===== src/rtl/thermal_mon_pkg.sv =====
package thermal_mon_pkg;

    localparam int NUM_CH     = 3;
    localparam int CODE_W     = 12;
    localparam int ADDR_W     = 8;
    localparam int DATA_W     = 32;
    localparam int SHUT_LSB   = 4;
    localparam int STAT_W     = SHUT_LSB + NUM_CH;
    localparam int HI_LSB     = 16;

    localparam logic [ADDR_W-1:0] OFS_IRQ_EN = 8'h44;
    localparam logic [ADDR_W-1:0] OFS_STATUS = 8'h48;
    localparam logic [ADDR_W-1:0] OFS_ALARM  = 8'h50;
    localparam logic [ADDR_W-1:0] OFS_SHUT   = 8'h60;
    localparam logic [ADDR_W-1:0] OFS_CODE   = 8'h80;

    typedef logic [CODE_W-1:0] code_t;
    typedef logic [STAT_W-1:0] stat_t;

    typedef struct packed {
        code_t hot;
        code_t hyst;
        code_t shut;
    } thr_t;

    typedef struct packed {
        logic alarm_set;
        logic shut_set;
    } chan_evt_t;

    function automatic logic [ADDR_W-1:0] bank_addr(input logic [ADDR_W-1:0] base, input int idx);
        return base + ADDR_W'(4 * idx);
    endfunction

    function automatic stat_t stat_mask();
        stat_t m = '0;
        for (int k = 0; k < NUM_CH; k++) begin
            m[k]            = 1'b1;
            m[SHUT_LSB + k] = 1'b1;
        end
        return m;
    endfunction

    function automatic logic [DATA_W-1:0] put_hi(input code_t c);
        logic [DATA_W-1:0] w = '0;
        w[HI_LSB +: CODE_W] = c;
        return w;
    endfunction

    function automatic logic [DATA_W-1:0] put_lo(input code_t c);
        logic [DATA_W-1:0] w = '0;
        w[CODE_W-1:0] = c;
        return w;
    endfunction

endpackage


===== src/rtl/thermal_regs.sv =====
module thermal_regs
    import thermal_mon_pkg::*;
(
    input  logic                      clk,
    input  logic                      rst,
    input  logic                      wr_en,
    input  logic [ADDR_W-1:0]         addr,
    input  logic [DATA_W-1:0]         wdata,
    output thr_t  [NUM_CH-1:0]        thr_o,
    output stat_t                     en_o
);

    thr_t [NUM_CH-1:0] thr_q;
    stat_t             en_q;

    always_ff @(posedge clk) begin
        if (rst) begin
            thr_q <= '0;
            en_q  <= '0;
        end else if (wr_en) begin
            if (addr == OFS_IRQ_EN)
                en_q <= wdata[STAT_W-1:0] & stat_mask();
            for (int k = 0; k < NUM_CH; k++) begin
                if (addr == bank_addr(OFS_ALARM, k)) begin
                    thr_q[k].hot  <= wdata[HI_LSB +: CODE_W];
                    thr_q[k].hyst <= wdata[CODE_W-1:0];
                end
                if (addr == bank_addr(OFS_SHUT, k))
                    thr_q[k].shut <= wdata[HI_LSB +: CODE_W];
            end
        end
    end

    assign thr_o = thr_q;
    assign en_o  = en_q;

endmodule


===== src/rtl/thermal_chan.sv =====
module thermal_chan
    import thermal_mon_pkg::*;
(
    input  logic      clk,
    input  logic      rst,
    input  logic      vld,
    input  code_t     code,
    input  thr_t      thr,
    output chan_evt_t evt_o,
    output code_t     last_o
);

    logic  active_q;
    code_t last_q;
    logic  is_hot;
    logic  is_cool;

    // smaller code = hotter
    assign is_hot  = code < thr.hot;
    assign is_cool = code > thr.hyst;

    always_ff @(posedge clk) begin
        if (rst) begin
            active_q <= 1'b0;
            last_q   <= '0;
        end else if (vld) begin
            last_q <= code;
            if (!active_q && is_hot)
                active_q <= 1'b1;
            else if (active_q && is_cool)
                active_q <= 1'b0;
        end
    end

    assign evt_o.alarm_set = vld && !active_q && is_hot;
    assign evt_o.shut_set  = vld && (code < thr.shut);
    assign last_o          = last_q;

endmodule


===== src/rtl/thermal_status.sv =====
module thermal_status
    import thermal_mon_pkg::*;
(
    input  logic  clk,
    input  logic  rst,
    input  stat_t set_i,
    input  stat_t clr_i,
    input  stat_t en_i,
    output stat_t stat_o,
    output logic  irq_o,
    output logic  shut_req_o
);

    stat_t stat_q;

    // set wins over clear in the same cycle
    always_ff @(posedge clk) begin
        if (rst) stat_q <= '0;
        else     stat_q <= (stat_q & ~clr_i) | set_i;
    end

    assign stat_o     = stat_q;
    assign irq_o      = |(stat_q & en_i);
    assign shut_req_o = |stat_q[SHUT_LSB +: NUM_CH];

endmodule


===== src/rtl/thermal_mon.sv =====
module thermal_mon
    import thermal_mon_pkg::*;
(
    input  logic                       clk,
    input  logic                       rst,
    input  logic [NUM_CH*CODE_W-1:0]   code_i,
    input  logic [NUM_CH-1:0]          code_vld_i,
    input  logic                       reg_wr_i,
    input  logic [ADDR_W-1:0]          reg_addr_i,
    input  logic [DATA_W-1:0]          reg_wdata_i,
    output logic [DATA_W-1:0]          reg_rdata_o,
    output logic                       irq_o,
    output logic                       shutdown_req_o
);

    thr_t      [NUM_CH-1:0] thr_vec;
    stat_t                  en_vec;
    stat_t                  status_vec;
    stat_t                  set_vec;
    stat_t                  clr_vec;
    chan_evt_t [NUM_CH-1:0] evt_vec;
    code_t     [NUM_CH-1:0] last_vec;

    thermal_regs u_regs (
        .clk   (clk),
        .rst   (rst),
        .wr_en (reg_wr_i),
        .addr  (reg_addr_i),
        .wdata (reg_wdata_i),
        .thr_o (thr_vec),
        .en_o  (en_vec)
    );

    for (genvar k = 0; k < NUM_CH; k++) begin : g_ch
        thermal_chan u_chan (
            .clk    (clk),
            .rst    (rst),
            .vld    (code_vld_i[k]),
            .code   (code_i[k*CODE_W +: CODE_W]),
            .thr    (thr_vec[k]),
            .evt_o  (evt_vec[k]),
            .last_o (last_vec[k])
        );
    end

    always_comb begin
        set_vec = '0;
        for (int k = 0; k < NUM_CH; k++) begin
            set_vec[k]            = evt_vec[k].alarm_set;
            set_vec[SHUT_LSB + k] = evt_vec[k].shut_set;
        end
    end

    assign clr_vec = (reg_wr_i && reg_addr_i == OFS_STATUS)
                   ? (reg_wdata_i[STAT_W-1:0] & stat_mask()) : '0;

    thermal_status u_status (
        .clk        (clk),
        .rst        (rst),
        .set_i      (set_vec),
        .clr_i      (clr_vec),
        .en_i       (en_vec),
        .stat_o     (status_vec),
        .irq_o      (irq_o),
        .shut_req_o (shutdown_req_o)
    );

    always_comb begin
        reg_rdata_o = '0;
        if (reg_addr_i == OFS_IRQ_EN) reg_rdata_o[STAT_W-1:0] = en_vec;
        if (reg_addr_i == OFS_STATUS) reg_rdata_o[STAT_W-1:0] = status_vec;
        for (int k = 0; k < NUM_CH; k++) begin
            if (reg_addr_i == bank_addr(OFS_ALARM, k))
                reg_rdata_o = put_hi(thr_vec[k].hot) | put_lo(thr_vec[k].hyst);
            if (reg_addr_i == bank_addr(OFS_SHUT, k))
                reg_rdata_o = put_hi(thr_vec[k].shut);
            if (reg_addr_i == bank_addr(OFS_CODE, k))
                reg_rdata_o = put_lo(last_vec[k]);
        end
    end

endmodule


===== config.mk =====
export PLATFORM = sky130hd
export DESIGN_NAME = thermal_mon
export DESIGN_NICKNAME = d
export VERILOG_FILES = /design/src/rtl/thermal_mon_pkg.sv /design/src/rtl/thermal_regs.sv /design/src/rtl/thermal_chan.sv /design/src/rtl/thermal_status.sv /design/src/rtl/thermal_mon.sv
export SDC_FILE = /design/constraint.sdc
export NUM_CORES = 1
export LEC_CHECK = 0
export BUFFER_PORTS_ARGS = -buffer_cell sky130_fd_sc_hd__buf_2
export CORE_UTILIZATION = 59
export DETAILED_ROUTE_END_ITERATION = 7
export HOLD_SLACK_MARGIN = 0.03
export PLACE_DENSITY = 0.81
export SYNTH_ARGS = -nofsm -noshare
export SYNTH_HDL_FRONTEND = slang
export SYNTH_SLANG_ARGS = --single-unit
export TNS_END_PERCENT = 20

===== constraint.sdc =====
create_clock -name clk -period 2.2 [get_ports clk]
set_clock_uncertainty 0.05 [all_clocks]
set_input_delay 0.11 -clock clk [delete_from_list [all_inputs] [get_ports clk]]
set_output_delay 0.11 -clock clk [all_outputs]
set_load 0.005 [all_outputs]

==> qor.yml <==
outcome: "complete, no violations"
place_ws_ns: 0.0993
synth_area_leaders: "dfxtp_1 33%, ha_1 13%, nand2_1 8.5%"
p_total_mw: 6.83
num-fill-cells: 1252
drtPass1Iterations: 6
synth_top_area_frac: 0.330
ys_types: 56
core_um2: 15900
finalCritPeriodShare: 0.957
multi_input_area_um2: 5640
fin_util: 0.722
routedWlPerCell_um: 19.5
syn_avg_cell_area_um2: 7.99
critPathKind: "in -> out"
avgViaCountPerCell: 6.12
tightest_slew_ns: 0.615
die_h_um: 130
grt_pass1_wl_mm: 47.7
cts_made_buffers: 17
htree_levels: 4
post_cts_resized: 0
p_seq_frac: 0.436
antenna_cells: 0
finalCriticalPeriod_ns: 2.10
grt_max_degree: 52
synth_most_common_cell: "nand2_1"
grt_overflow: 0
vias: 9644
path_max_fanout: 7
seqCellArea_um2: 3180
synth-seq-area-share: 0.330
cts_sinks: 159
switching_power_mw: 1.67
grt_pass1_vias: 9289
track_usage: 0.378
antenna_found_initial: 1
critPathSlowestCell: "or4bb_1"
worstPathArrival_ns: 1.94
clk_path_buf_depth: 2
p_sw_frac: 0.244
critPathCaptureType: "output port"
grt_setup_unrepaired: "no"
p_comb_frac: 0.115
finalHoldViolations: 0
cpMostUsedCell: "buf_2"
gp_congestion: 0.952
slew_headroom: 0.584
yosys_most_used_dff: "dfxtp_1"
dpl.hpwl_mm: 22.3
required_ns: 2.04
start_util: 0.605
synthTopCellsByCount: "217 x nand2_1, 159 x dfxtp_1, 117 x a21oi_1"
dieArea_um2: 16900
area_growth_pct: 19.4
min_path_type: "in -> reg"
p_leak_nw: 4.43
clockPowerShare: 0.449
cts_tree: "done"
synth-seq-cells: 159
p_int_mw: 5.16
synthCells: 1207
setup_viol: 0
die_x_um: 130
route.antenna.remaining_nets: 0
root_buffer: "clkbuf_16"
wl_mm: 30.8
max_stage_delay_ns: 0.67
worst_slack_ns: 0.0955
drv_slew: 0
yosys.area.top_type: "dfxtp_1"
drc: 0
io_pins: 116
ys_warn_count: 0
drive_gt1_frac: 0.154
crit_chain: "buf_2 > or4bb_1 > nor2_4 > buf_12 > a221oi_1 > a211o_1 > nand3_1 > buf_2"
fmax_ghz: 0.475
portBuffers: 99
final_nets: 1533
vdd_drop_max_mv: 0.652
drt_iter0_drc: 1189
power_density_nw_per_um2: 593
critPathLaunchType: "primary input"
synth.cell_area_um2: 9640
synth_edf_count: 0
synthArstFlopShare: 0
path_clk_slew_ns: 0.06
rows: 46
insertion_delay_ns: 0.44
fin_setup_tns_ns: 0
maxCapViolations: 0
[state kept, by name, summed over array words and instances (netlist names)]
signal / flops
u_status.stat_o: 6
u_regs.en_o: 6
g_ch.u_chan.active_q: 3
u_regs.thr_o: 108
g_ch.u_chan.last_o: 36
[power by group through the flow]
stage	logic, mW	clock network (mW)	registers [mW]
detailed placement	0.674	0	3.04
global route	0.862	3.20	2.98
CTS	0.760	3.07	2.97
finish	0.786	3.07	2.97
global placement	0.650	0	3.03
floorplan	0.393	0	3.02
[logic make-up after synthesis]
| group | after synthesis | share of synthesized area |
|---|---|---|
| other cells | 1 | 0.000389 |
| flops | 159 | 0.330 |
| buf+inv | 184 | 0.0876 |
| mux | 42 | 0.0436 |
| fa+ha+maj | 102 | 0.132 |
| simple gates | 406 | 0.194 |
| compound gates | 313 | 0.212 |
[worst paths after layout]
| kind | from | slack (ns) | endpoint | cells past startpoint |
|---|---|---|---|---|
| max | reg_addr_i[5] | 0.1 | reg_rdata_o[2] | 8 |
| min | code_vld_i[1] | 0.08 | g_ch[1].u_chan.last_o[10]$_SDFFE_PP0P_ | 3 |
| max reg2reg | u_regs.thr_o[23]$_SDFFE_PP0P_ | 0.15 | g_ch[0].u_chan.active_q$_SDFFE_PP0P_ | 7 |
| min reg2reg | u_regs.thr_o[6]$_SDFFE_PP0P_ | 0.41 | u_regs.thr_o[6]$_SDFFE_PP0P_ | 2 |
[what timing repair did]
action,CTS,global route
setup endpoints to repair,0,6
hold buffers,59,0
buffers inserted,0,2
endpoints found under the hold margin,151,0
[per-stage QoR]
stage / hold WS, ns / std cells / cell area [µm²]
finish: 0.0761 / 1577 / 11500
global route: 0.0569 / 1577 / 11500
CTS: 0.0379 / 1575 / 11500
detailed placement: 0.357 / 1485 / 10300
global placement: 0.348 / 1485 / 10300
floorplan: 0.187 / 1214 / 9660
[cell type report]
| class | count | share of cell area |
|---|---|---|
| inverter | 105 | 0.0342 |
| timing repair buffer | 195 | 0.123 |
| multi-input combinational | 871 | 0.490 |
| tap | 216 | 0.0235 |
| sequential | 159 | 0.277 |
| clock inverter | 5 | 0.00891 |
| clock buffer | 26 | 0.0434 |
[placed cells by master, fill, tap and decap left out, types with 5 or more instances in the layout]
cell type,instances
clkbuf_16,17
nand3_1,47
a211o_1,9
ha_1,102
nand4_1,13
o21ai_0,45
a222oi_1,29
dlygate4sd3_1,59
o21ai_1,10
o22ai_1,9
a21oi_1,117
nor2_1,71
inv_1,105
a22o_1,12
clkbuf_1,5
buf_2,98
nand2b_1,10
a221oi_1,6
nand2_2,13
a22oi_1,10
a21oi_2,21
nor2_4,5
a21o_1,5
mux2i_1,42
conb_1,8
dfxtp_1,159
buf_4,34
a31oi_1,7
a211oi_1,7
o211ai_1,11
nand2_1,217
[worst max-delay path, delay by kind of cell]
kind / cells / cell delay, ns
buffers and inverters: 3 / 0.42
AO/OA/AOI/OAI: 2 / 0.35
AND/OR/NAND/NOR: 3 / 1.06
[layer usage]
layer | part of all wire | track usage
met2 | 0.47 | 0.623
met4 | 0.042 | 0.189
met3 | 0.090 | 0.0923
met5 | 0 | 0
met1 | 0.40 | 0.460
Note: power is estimated with default switching activity, not from simulation.
